==> src/rtl/throttle_pkg.sv <==
package throttle_pkg;
  localparam int CTRL_W = 32;
  localparam int EN_BIT = 4;

  typedef enum logic {
    THR_IDLE   = 1'b0,
    THR_ACTIVE = 1'b1
  } thrState_t;

  // strobes from control to datapath
  typedef struct packed {
    logic runNext;   // throttling is active after this edge
    logic loadDuty;  // capture duty field at this period boundary
  } thrStrobe_t;
endpackage

==> src/rtl/throttle_regfile.sv <==
module throttle_regfile
  import throttle_pkg::*;
(
  input  logic              clk,
  input  logic              rstN,
  input  logic              wrEn,
  input  logic [CTRL_W-1:0] wrData,
  output logic [CTRL_W-1:0] ctrlQ
);
  always_ff @(posedge clk or negedge rstN) begin
    if (!rstN)     ctrlQ <= '0;
    else if (wrEn) ctrlQ <= wrData;
  end
endmodule

==> src/rtl/throttle_ctrl.sv <==
module throttle_ctrl
  import throttle_pkg::*;
(
  input  logic       clk,
  input  logic       rstN,
  input  logic       enBit,
  input  logic       periodEnd,
  output thrStrobe_t strobe
);
  thrState_t stateQ;

  always_comb begin
    strobe.loadDuty = enBit && periodEnd;
    strobe.runNext  = enBit && ((stateQ == THR_ACTIVE) || periodEnd);
  end

  always_ff @(posedge clk or negedge rstN) begin
    if (!rstN)               stateQ <= THR_IDLE;
    else if (strobe.runNext) stateQ <= THR_ACTIVE;
    else                     stateQ <= THR_IDLE;
  end
endmodule

==> src/rtl/throttle_datapath.sv <==
module throttle_datapath
  import throttle_pkg::*;
#(
  parameter int DUTY_W   = 3,
  parameter int SLOT_CYC = 4
) (
  input  logic              clk,
  input  logic              rstN,
  input  logic [DUTY_W-1:0] dutyField,
  input  thrStrobe_t        strobe,
  output logic              periodEnd,
  output logic              stopClkN
);
  localparam int CYC_W = (SLOT_CYC > 1) ? $clog2(SLOT_CYC) : 1;
  localparam logic [CYC_W-1:0]  CYC_LAST  = CYC_W'(SLOT_CYC - 1);
  localparam logic [DUTY_W-1:0] SLOT_LAST = '1;

  logic [CYC_W-1:0]  cycQ, cycNext;
  logic [DUTY_W-1:0] slotQ, slotNext;
  logic [DUTY_W-1:0] dutyQ, dutyNext, fieldDuty;
  logic              stopQ, stopNext, slotEnd;

  always_comb begin
    slotEnd   = (cycQ == CYC_LAST);
    periodEnd = slotEnd && (slotQ == SLOT_LAST);
    cycNext   = slotEnd ? '0 : cycQ + CYC_W'(1);
    slotNext  = slotEnd ? slotQ + DUTY_W'(1) : slotQ;
    fieldDuty = (dutyField == '0) ? DUTY_W'(1) : dutyField;
    dutyNext  = strobe.loadDuty ? fieldDuty : dutyQ;
    stopNext  = strobe.runNext && (slotNext >= dutyNext);
  end

  always_ff @(posedge clk or negedge rstN) begin
    if (!rstN) begin
      cycQ  <= '0;
      slotQ <= '0;
      dutyQ <= DUTY_W'(1);
      stopQ <= 1'b0;
    end else begin
      cycQ  <= cycNext;
      slotQ <= slotNext;
      dutyQ <= dutyNext;
      stopQ <= stopNext;
    end
  end

  assign stopClkN = ~stopQ;
endmodule

==> src/rtl/clk_throttle.sv <==
module clk_throttle
  import throttle_pkg::*;
#(
  parameter int DUTY_OFS = 5,
  parameter int DUTY_W   = 3,
  parameter int SLOT_CYC = 4
) (
  input  logic        clk,
  input  logic        rstN,
  input  logic        wrEn,
  input  logic [31:0] wrData,
  output logic [31:0] rdData,
  output logic        stopClkN
);
  localparam int FIELD_TOP = DUTY_OFS + DUTY_W - 1;

  logic [CTRL_W-1:0] ctrlQ;

  throttle_regfile i_regs (
    .clk   (clk),
    .rstN  (rstN),
    .wrEn  (wrEn),
    .wrData(wrData),
    .ctrlQ (ctrlQ)
  );

  assign rdData = ctrlQ;

  generate
    if (DUTY_W > 0) begin : g_thr
      if (FIELD_TOP > CTRL_W - 1 || (DUTY_OFS <= EN_BIT && FIELD_TOP >= EN_BIT)) begin : g_bad
        $error("duty field must fit in bits 31..0 and must not cover the enable bit");
      end

      thrStrobe_t        strobe;
      logic              periodEnd;
      logic [DUTY_W-1:0] dutyField;

      assign dutyField = ctrlQ[DUTY_OFS +: DUTY_W];

      throttle_ctrl i_ctrl (
        .clk      (clk),
        .rstN     (rstN),
        .enBit    (ctrlQ[EN_BIT]),
        .periodEnd(periodEnd),
        .strobe   (strobe)
      );

      throttle_datapath #(.DUTY_W(DUTY_W), .SLOT_CYC(SLOT_CYC)) i_dp (
        .clk      (clk),
        .rstN     (rstN),
        .dutyField(dutyField),
        .strobe   (strobe),
        .periodEnd(periodEnd),
        .stopClkN (stopClkN)
      );
    end else begin : g_none
      assign stopClkN = 1'b1;
    end
  endgenerate
endmodule

==> config.mk <==
export PLATFORM = sky130hd
export DESIGN_NAME = clk_throttle
export DESIGN_NICKNAME = d
export VERILOG_FILES = /design/src/rtl/throttle_pkg.sv /design/src/rtl/throttle_regfile.sv /design/src/rtl/throttle_ctrl.sv /design/src/rtl/throttle_datapath.sv /design/src/rtl/clk_throttle.sv
export SDC_FILE = /design/constraint.sdc
export NUM_CORES = 1
export LEC_CHECK = 0
export BUFFER_PORTS_ARGS = -buffer_cell sky130_fd_sc_hd__buf_2
export CORE_MARGIN = 8
export CORE_UTILIZATION = 25
export DETAILED_ROUTE_END_ITERATION = 10
export GPL_TIMING_DRIVEN = 0
export MAX_ROUTING_LAYER = met4
export PLACE_DENSITY_LB_ADDON = 0.05
export SLEW_MARGIN = 25
export SYNTH_ARGS = -nofsm -noshare
export SYNTH_HDL_FRONTEND = slang
export SYNTH_SLANG_ARGS = --single-unit
==> constraint.sdc <==
create_clock -name clk -period 2.1 [get_ports clk]
set_input_delay 0.21 -clock clk [delete_from_list [all_inputs] [get_ports clk]]
set_output_delay 0.21 -clock clk [all_outputs]
set_load 0.02 [all_outputs]
==> results of run 1 <==
## final cells by class
| cell class | count | area (sq um) |
|---|---|---|
| buffer | 6 | 86.3 |
| timing repair buffer | 67 | 343 |
| fill | 715 | 4760 |
| clock inverter | 1 | 30.0 |
| sequential | 42 | 1050 |
| tap | 99 | 124 |
| clock buffer | 7 | 86.3 |
| multi-input combinational | 55 | 674 |
| inverter | 4 | 15.0 |
## what timing repair did
action | 4_1_cts | 5_1_grt
endpoints found under the hold margin | 0 | 41
gates resized for setup | 0 | 0
setup buffers | 0 | 0
hold buffers | 0 | 1
## per-layer routing
metal  up-vias  wire, um
met4         0        59
met5         -         0
met1       542      1730
met2        33      1880
li1        510         -
met3         6       213
## cells in the final DEF (no fill, tap or decap)
cell,n
inv_1,4
buf_2,65
xor2_1,1
ha_1,6
clkbuf_8,6
dfrtp_1,41
buf_4,3
dfstp_2,1
dlygate4sd3_1,1
o21ai_0,1
nor2_1,3
mux2_2,4
nor2b_2,1
nand2b_1,1
bufinv_16,1
clkbuf_1,1
a21oi_1,2
a21boi_1,1
nand3_1,1
mux2i_1,2
buf_6,1
buf_12,3
nand3_4,1
nand2_1,1
mux2_4,30
## sequential cells by signal, indices dropped and copies added (netlist names)
register             cells
g_thr.i_dp.dutyQ         3
g_thr.i_dp.slotQ         3
g_thr.i_dp.stopQ         1
g_thr.i_ctrl.stateQ      1
i_regs.ctrlQ            32
g_thr.i_dp.cycQ          2
## metrics by stage
| step | cell area, sq um | setup slack (ps) | utilization [%] | power, uW |
|---|---|---|---|---|
| after detailed placement | 2280 | 262 | 31.8 | 1290 |
| after CTS | 2400 | 259 | 33.4 | 1970 |
| final | 2410 | 289 | 33.6 | 1930 |
| after floorplan | 1830 | 432 | - | 1150 |
| after global routing | 2410 | 127 | 33.6 | 2030 |
| after global placement | 2280 | 221 | 31.8 | 1290 |
## cell usage after synthesis (all sizes together)
| master | n |
|---|---|
| inv | 4 |
| nand2 | 1 |
| a21boi | 1 |
| mux2 | 34 |
| buf | 6 |
| dfstp | 1 |
| nand3 | 2 |
| nand2b | 1 |
| o21ai | 1 |
| a21oi | 2 |
| nor2b | 1 |
| nor2 | 3 |
| xor2 | 1 |
| ha | 6 |
| dfrtp | 41 |
| mux2i | 2 |
## kinds of logic after synthesis
| group | synth area share (%) |
|---|---|
| AND/OR/NAND/NOR | 2.87 |
| flip-flops | 57.6 |
| AO/OA/AOI/OAI | 1.23 |
| multiplexers | 28.2 |
| adder cells (fa/ha/maj) | 4.11 |
| XOR/XNOR | 0.479 |
| buffers and inverters | 5.54 |
## final timing paths
| kind | start | endpoint | cells past startpoint |
|---|---|---|---|
| max in group asynchronous | rstN | i_regs.ctrlQ[20] | 2 |
| worst max register to register | g_thr.i_dp.slotQ[0] | g_thr.i_dp.stopQ | 8 |
| worst min-delay path | wrData[6] | i_regs.ctrlQ[6] | 2 |
| worst min register to register | g_thr.i_dp.cycQ[0] | g_thr.i_dp.cycQ[0] | 1 |
| min in group asynchronous | rstN | i_regs.ctrlQ[3] | 2 |
| worst max-delay path | g_thr.i_dp.slotQ[0] | g_thr.i_dp.stopQ | 8 |
## power by group
| group | leakage [uW] | switching (uW) | total, uW | internal (uW) |
|---|---|---|---|---|
| Combinational | 0.000683 | 176 | 354 | 178 |
| Sequential | 0.000499 | 39.8 | 918 | 878 |
| Clock | 0.0000585 | 268 | 656 | 388 |
| Total | 0.00124 | 484 | 1930 | 1440 |
## critical path, stage by stage (launching register included)
cell and delay, ps:
dfrtp_1 370, ha_1 170, ha_1 210, nand3_4 110, o21ai_0 280, ha_1 280, nand2b_1 130, nand3_1 90
a21boi_1 70
==> flow_summary.yaml, run 1 <==
place:
  placement.io_buffers: 66
  place_inst: 272
  dpl.hpwl_mm: 2.93
  gp_congestion: 0.655
global_routing:
  grt_util_all_layers_pct: 8.25
  grt_start_max_net_pins: 43
  grt_pass1_vias: 1286
  overflow: 0
  busiest_layer: "met2"
  met3_usage_pct: 3.16
  grt_use_met2_pct: 12.4
  grt_first_pass_wirelength_mm: 6.39
  antenna_found_initial: 0
  met1_usage_pct: 9.79
clocking:
  tritoncts: "yes"
  cts-buffers-inserted: 5
  cts.reportedPaths.clkPinSlew_ps: 80
  cts_num_sinks: 42
  cts.htree.levels: 2
  root_buffer: "clkbuf_8"
  clk_latency_ps: 290
  clockBufferDepth: 2
sta:
  period_share_pct: 86.2
  max-slew-margin-rel_pct: 64.2
  rsz0062_at_grt: "no"
  fmax_mhz: 552
  worstMarginPinSlew_ps: 538
  final_hold_viol_count: 0
  period_minus_slack_ps: 1810
  tns_ps: 0
  fin_skew_ps: 7.49
  maxSlewViolCount: 0
  timing.hold.ws_ps: 144
  finalSetupViolations: 0
route:
  vias: 1091
  wl_per_cell_um: 13.8
  viasPerCell: 3.88
  drc: 0
  first_pass_iters: 2
  wl_mm: 3.89
  drt_iter0_markers: 46
  drtAntennaViolNets: 0
power_and_ir_drop:
  leakagePower_uw: 0.00124
  ir_drop_mv: 0.328
  power.density_mw_per_mm2: 799
layout:
  area_delta_synth_final_pct: 31.9
  fin_nets: 222
  num_antenna_cells: 0
  drive_gt1_share_pct: 63.7
  final_cells: 281
die:
  die_area_sq_mm: 0.0103
  fp-row-count: 31
  ios: 68
  dieHeight_um: 102
  core_sq_mm: 0.00718
  die_width_um: 102
  initial_utilization_pct: 25.5
setup_path:
  cp_max_fo: 4
  worstPathArrival_ps: 1990
  setup.worst_path.class: "register to register"
  required_ps: 2280
  cp-end-kind: "register"
  cp-start-kind: "register"
  ff2ff_setup_slack_ps: 290
job:
  drv_cap: 0
yosys:
  synth_top_area_share_pct: 56.1
  avgSynthCellArea_sq_um: 17.1
  synthesis.area_sq_mm: 0.00183
  yosysSeqAreaShare_pct: 57.6
  synth_top_area_cell: "dfrtp_1"
  yosys_warnings: 0
  syn_nets: 148
  synth-seq-cells: 42
  synthDistinctLibCells: 20
  synth.area.top_cells: "dfrtp_1 56%, mux2_4 25%, ha_1 4.1%, buf_12 3.3%, mux2_2 2.5%"
  syn_inst: 107
min_path:
  min_path_type: "primary input to register"
run_status:
  status: "finished clean"
Note: power is estimated with default switching activity, not from simulation.
==> inputs of run 2 (changes only) <==
--- a/config.mk
+++ b/config.mk
@@ -7,7 +7,7 @@
 export LEC_CHECK = 0
 export BUFFER_PORTS_ARGS = -buffer_cell sky130_fd_sc_hd__buf_2
 export CORE_MARGIN = 8
-export CORE_UTILIZATION = 25
+export CORE_UTILIZATION = 48
 export DETAILED_ROUTE_END_ITERATION = 10
 export GPL_TIMING_DRIVEN = 0
 export MAX_ROUTING_LAYER = met4
==> flow_summary.yaml, run 2 (synthesis results as in run 1) <==
clocking:
  root_buffer: "clkbuf_8"
  cts.reportedPaths.clkPinSlew_ps: 80
  ctsHoldBuffers: 0
  ctsResizeCount: 0
  clockBufferDepth: 2
  tritoncts: "yes"
  cts.htree.levels: 2
  cts-buffers-inserted: 5
  clk_latency_ps: 280
  post_cts_buffers: 0
  cts_num_sinks: 42
global_routing:
  grt_start_max_net_pins: 43
  antenna_found_initial: 0
  grt_pass1_vias: 1285
  grt_util_all_layers_pct: 12.2
  grt_first_pass_wirelength_mm: 5.92
  overflow: 0
setup_path:
  ff2ff_setup_slack_ps: 280
  setup.worst_path.class: "register to register"
  required_ps: 2260
  r2r_cells: 6
  r2r-end: "g_thr.i_dp.stopQ"
  worstPathArrival_ps: 1990
  cp-end-kind: "register"
  cp_max_fo: 2
  cp-endpoint: "g_thr.i_dp.stopQ"
  startpoint: "g_thr.i_dp.slotQ[0]"
  rr_startpoint: "g_thr.i_dp.slotQ[0]"
  cp-start-kind: "register"
route:
  wl_mm: 3.34
  wl_per_cell_um: 14.6
  first_pass_iters: 4
  drc: 0
  viasPerCell: 4.73
  vias: 1078
  drtAntennaViolNets: 0
  drt_iter0_markers: 35
die:
  dieHeight_um: 77.7
  initial_utilization_pct: 49.9
  ios: 68
  fp-row-count: 22
  core_sq_mm: 0.00366
  die_area_sq_mm: 0.00604
  die_width_um: 77.7
sta:
  fin_skew_ps: 6.18
  final_hold_viol_count: 0
  rsz0062_at_grt: "no"
  period_share_pct: 86.8
  tns_ps: 0
  worstMarginPinSlew_ps: 890
  fmax_mhz: 548
  finalSetupViolations: 0
  max-slew-margin-rel_pct: 40.6
  period_minus_slack_ps: 1820
  maxSlewViolCount: 0
layout:
  num_antenna_cells: 0
  top_regs: "i_regs.ctrlQ x32, g_thr.i_dp.dutyQ x3, g_thr.i_dp.slotQ x3"
  utilization_pct: 62.7
  top_register: "i_regs.ctrlQ"
  area_delta_synth_final_pct: 25.7
  largest_register_ffs: 32
  fin_area_sq_mm: 0.00230
  fin_nets: 221
  drive_gt1_share_pct: 64.4
  mostFrequentLayoutCell: "buf_2"
  mostFrequentLayoutCells: "66 x buf_2, 41 x dfrtp_1, 30 x mux2_4"
job:
  drv_cap: 0
run_status:
  status: "finished clean"
power_and_ir_drop:
  leakagePower_uw: 0.00122
  ir_drop_mv: 0.411
  power.density_mw_per_mm2: 755
  p_total_uw: 1740
place:
  dpl_cell_area_sq_mm: 0.00222
  placement.io_buffers: 66
  gp_congestion: 0.728
min_path:
  min_path_type: "primary input to async pin"
run 2: cell count changes in the layout (fill, tap and decap cells not counted):
cell,delta
buf_4,-1
clkbuf_1,-1
clkbuf_8,-1
clkinv_2,+2
bufinv_16,-1
buf_2,+1
dlygate4sd3_1,-1
run 2: how the worst min path moves through the flow:
stage	startpoint	cells past startpoint	to	slack (ps)
floorplan	rstN	0	g_thr.i_ctrl.stateQ	-90
global placement	rstN	1	i_regs.ctrlQ[9]	380
finish	rstN	1	i_regs.ctrlQ[9]	40
CTS	rstN	1	i_regs.ctrlQ[9]	70
global route	rstN	1	i_regs.ctrlQ[9]	120
detailed placement	rstN	1	i_regs.ctrlQ[9]	390
run 2: area by class of cell:
class	instances	area, sq um
fillers	303	1360
flip-flops and latches	42	1050
clock buffers	5	68.8
plain buffers	6	86.3
clock inverters	2	10.0
multi-input cells	55	674
well taps	48	60.1
repair buffers	66	330
inverters	4	15.0
run 2: power breakdown:
part | leakage (uW) | switching, uW | internal [uW]
combinational | 0.000678 | 172 | 176
sequential | 0.000499 | 39.6 | 878
clock | 0.0000438 | 246 | 223
total | 0.00122 | 458 | 1280
run 2: layer usage:
layer	global-route usage [%]	wire (um)
met1	14.6	1530
met2	19.0	1610
met3	3.69	162
met4	4.53	28
met5	-	0
run 2: worst max-delay path: stages (launching register included):
cell      delay, ps
dfrtp_1         400
ha_1            200
ha_1            270
mux2_2          280
ha_1            300
a21oi_1         170
a21boi_1         90
run 2: per-stage QoR:
stage / hold WS, ps / std cells / setup WS, ps
2_1_floorplan: -85.6 / 107 / 432
3_3_place_gp: 375 / 221 / 300
3_5_place_dp: 388 / 221 / 284
4_1_cts: 74.2 / 228 / 263
5_1_grt: 117 / 228 / 119
6_report: 43.9 / 228 / 276
==> inputs of run 3 (changes only) <==
--- a/config.mk
+++ b/config.mk
@@ -11,7 +11,7 @@
 export DETAILED_ROUTE_END_ITERATION = 10
 export GPL_TIMING_DRIVEN = 0
 export MAX_ROUTING_LAYER = met4
-export PLACE_DENSITY_LB_ADDON = 0.05
+export PLACE_DENSITY_LB_ADDON = 0.15
 export SLEW_MARGIN = 25
 export SYNTH_ARGS = -nofsm -noshare
 export SYNTH_HDL_FRONTEND = slang
==> flow_summary.yaml, run 3 (synthesis results as in run 1) <==
setup_path:
  worstPathArrival_ps: 1960
  setup.worst_path.class: "register to register"
  cp-end-kind: "register"
  cp_max_fo: 4
  cp-start-kind: "register"
  required_ps: 2280
sta:
  maxSlewViolCount: 0
  rsz0062_at_grt: "no"
  fmax_mhz: 561
  fin_skew_ps: 2.96
  period_minus_slack_ps: 1780
  tns_ps: 0
  max-slew-margin-rel_pct: 39.3
  period_share_pct: 84.9
  worstMarginPinSlew_ps: 910
  final_hold_viol_count: 0
  finalSetupViolations: 0
layout:
  top_register: "i_regs.ctrlQ"
  mostFrequentLayoutCell: "buf_2"
  largest_register_ffs: 32
  area_delta_synth_final_pct: 26.6
  fillerInstances: 288
  fin_nets: 221
  mostFrequentLayoutCells: "66 x buf_2, 41 x dfrtp_1, 30 x mux2_4"
  drive_gt1_share_pct: 64.6
  top_regs: "i_regs.ctrlQ x32, g_thr.i_dp.dutyQ x3, g_thr.i_dp.slotQ x3"
  num_antenna_cells: 0
power_and_ir_drop:
  ir_drop_mv: 0.575
  seqPwrFrac_pct: 51.1
  pwr-share-comb_pct: 19.5
  p_switching_uw: 481
  netSwitchingFraction_pct: 26.7
  power.density_mw_per_mm2: 778
  p_clk_share_pct: 29.5
  p_int_uw: 1320
  p_total_uw: 1800
  leakagePower_uw: 0.00122
place:
  gp_congestion: 0.745
  placement.io_buffers: 66
  dpl.hpwl_mm: 2.75
clocking:
  clockBufferDepth: 2
  ctsResizeCount: 0
  tritoncts: "yes"
  cts.htree.levels: 2
  cts.reportedPaths.clkPinSlew_ps: 80
  clk_latency_ps: 290
  cts-buffers-inserted: 5
  root_buffer: "clkbuf_8"
  cts_num_sinks: 42
  ctsHoldBuffers: 0
  post_cts_buffers: 0
global_routing:
  grt_util_all_layers_pct: 12.9
  overflow: 0
  grt_first_pass_wirelength_mm: 6.18
  antenna_found_initial: 0
  grt_start_max_net_pins: 43
  grt_pass1_vias: 1297
route:
  drt_iter0_markers: 58
  wl_per_cell_um: 15.7
  drtAntennaViolNets: 0
  first_pass_iters: 4
  drc: 0
  vias: 1096
  viasPerCell: 4.79
  wl_mm: 3.59
die:
  die_area_sq_mm: 0.00604
  dieHeight_um: 77.7
  initial_utilization_pct: 49.9
  die_width_um: 77.7
  core_sq_mm: 0.00366
  ios: 68
  fp-row-count: 22
run_status:
  status: "finished clean"
job:
  drv_cap: 0
min_path:
  min_path_type: "primary input to async pin"
-- run 3: changes by cell type in the layout (fill, tap and decap cells not counted), sizes merged --
cell / delta
clkbuf: +1
clkinv: -1
clkinvlp: +1
-- run 3: area by class of cell --
class,count,area [sq um],share of cell area [%]
buffer,6,86.3,3.73
clock buffer,6,82.6,3.57
clock inverter,2,12.5,0.541
inverter,4,15.0,0.649
multi-input combinational,55,674,29.2
sequential,42,1050,45.5
tap,48,60.1,2.60
timing repair buffer,66,330,14.3
-- run 3: final timing paths --
| check | depth (start not counted) | start | slack, ps | end |
|---|---|---|---|---|
| max in group asynchronous | 1 | rstN | 1490 | i_regs.ctrlQ[19] |
| hold / removal | 1 | rstN | 50 | i_regs.ctrlQ[9] |
| setup reg to reg | 7 | g_thr.i_dp.slotQ[0] | 320 | g_thr.i_dp.stopQ |
| setup / recovery | 7 | g_thr.i_dp.slotQ[0] | 320 | g_thr.i_dp.stopQ |
| hold reg to reg | 1 | g_thr.i_dp.cycQ[0] | 430 | g_thr.i_dp.cycQ[0] |
| min in group clk | 2 | wrData[23] | 150 | i_regs.ctrlQ[23] |
-- run 3: through the flow --
stage | setup WS, ps | util (%) | hold slack (ps) | instances | area [sq um]
floorplan | 432 | - | -85.6 | 107 | 1830
global placement | 318 | 60.6 | 381 | 221 | 2220
detailed placement | 308 | 60.6 | 392 | 221 | 2220
CTS | 293 | 63.2 | 75.1 | 229 | 2310
global route | 183 | 63.2 | 108 | 229 | 2310
finish | 318 | 63.2 | 45.4 | 229 | 2310
-- run 3: worst max-delay path, cell delays in order, from the launching register on --
cell	delay, ps
dfrtp_1	400
ha_1	210
ha_1	220
nand3_4	110
mux2i_1	240
ha_1	270
a21oi_1	130
a21boi_1	80
-- run 3: metal layers --
metal  track usage, %  routed length (um)
met5                -                   0
met4             4.53                  43
met3             4.03                 152
met2             20.2                1840
met1             15.4                1550
-- run 3: power groups by stage --
stage	clock [uW]	combinational, uW	sequential [uW]
after detailed placement	0	357	933
after global routing	592	375	929
after floorplan	0	148	1000
after global placement	0	350	930
after CTS	549	358	920
final	530	350	919
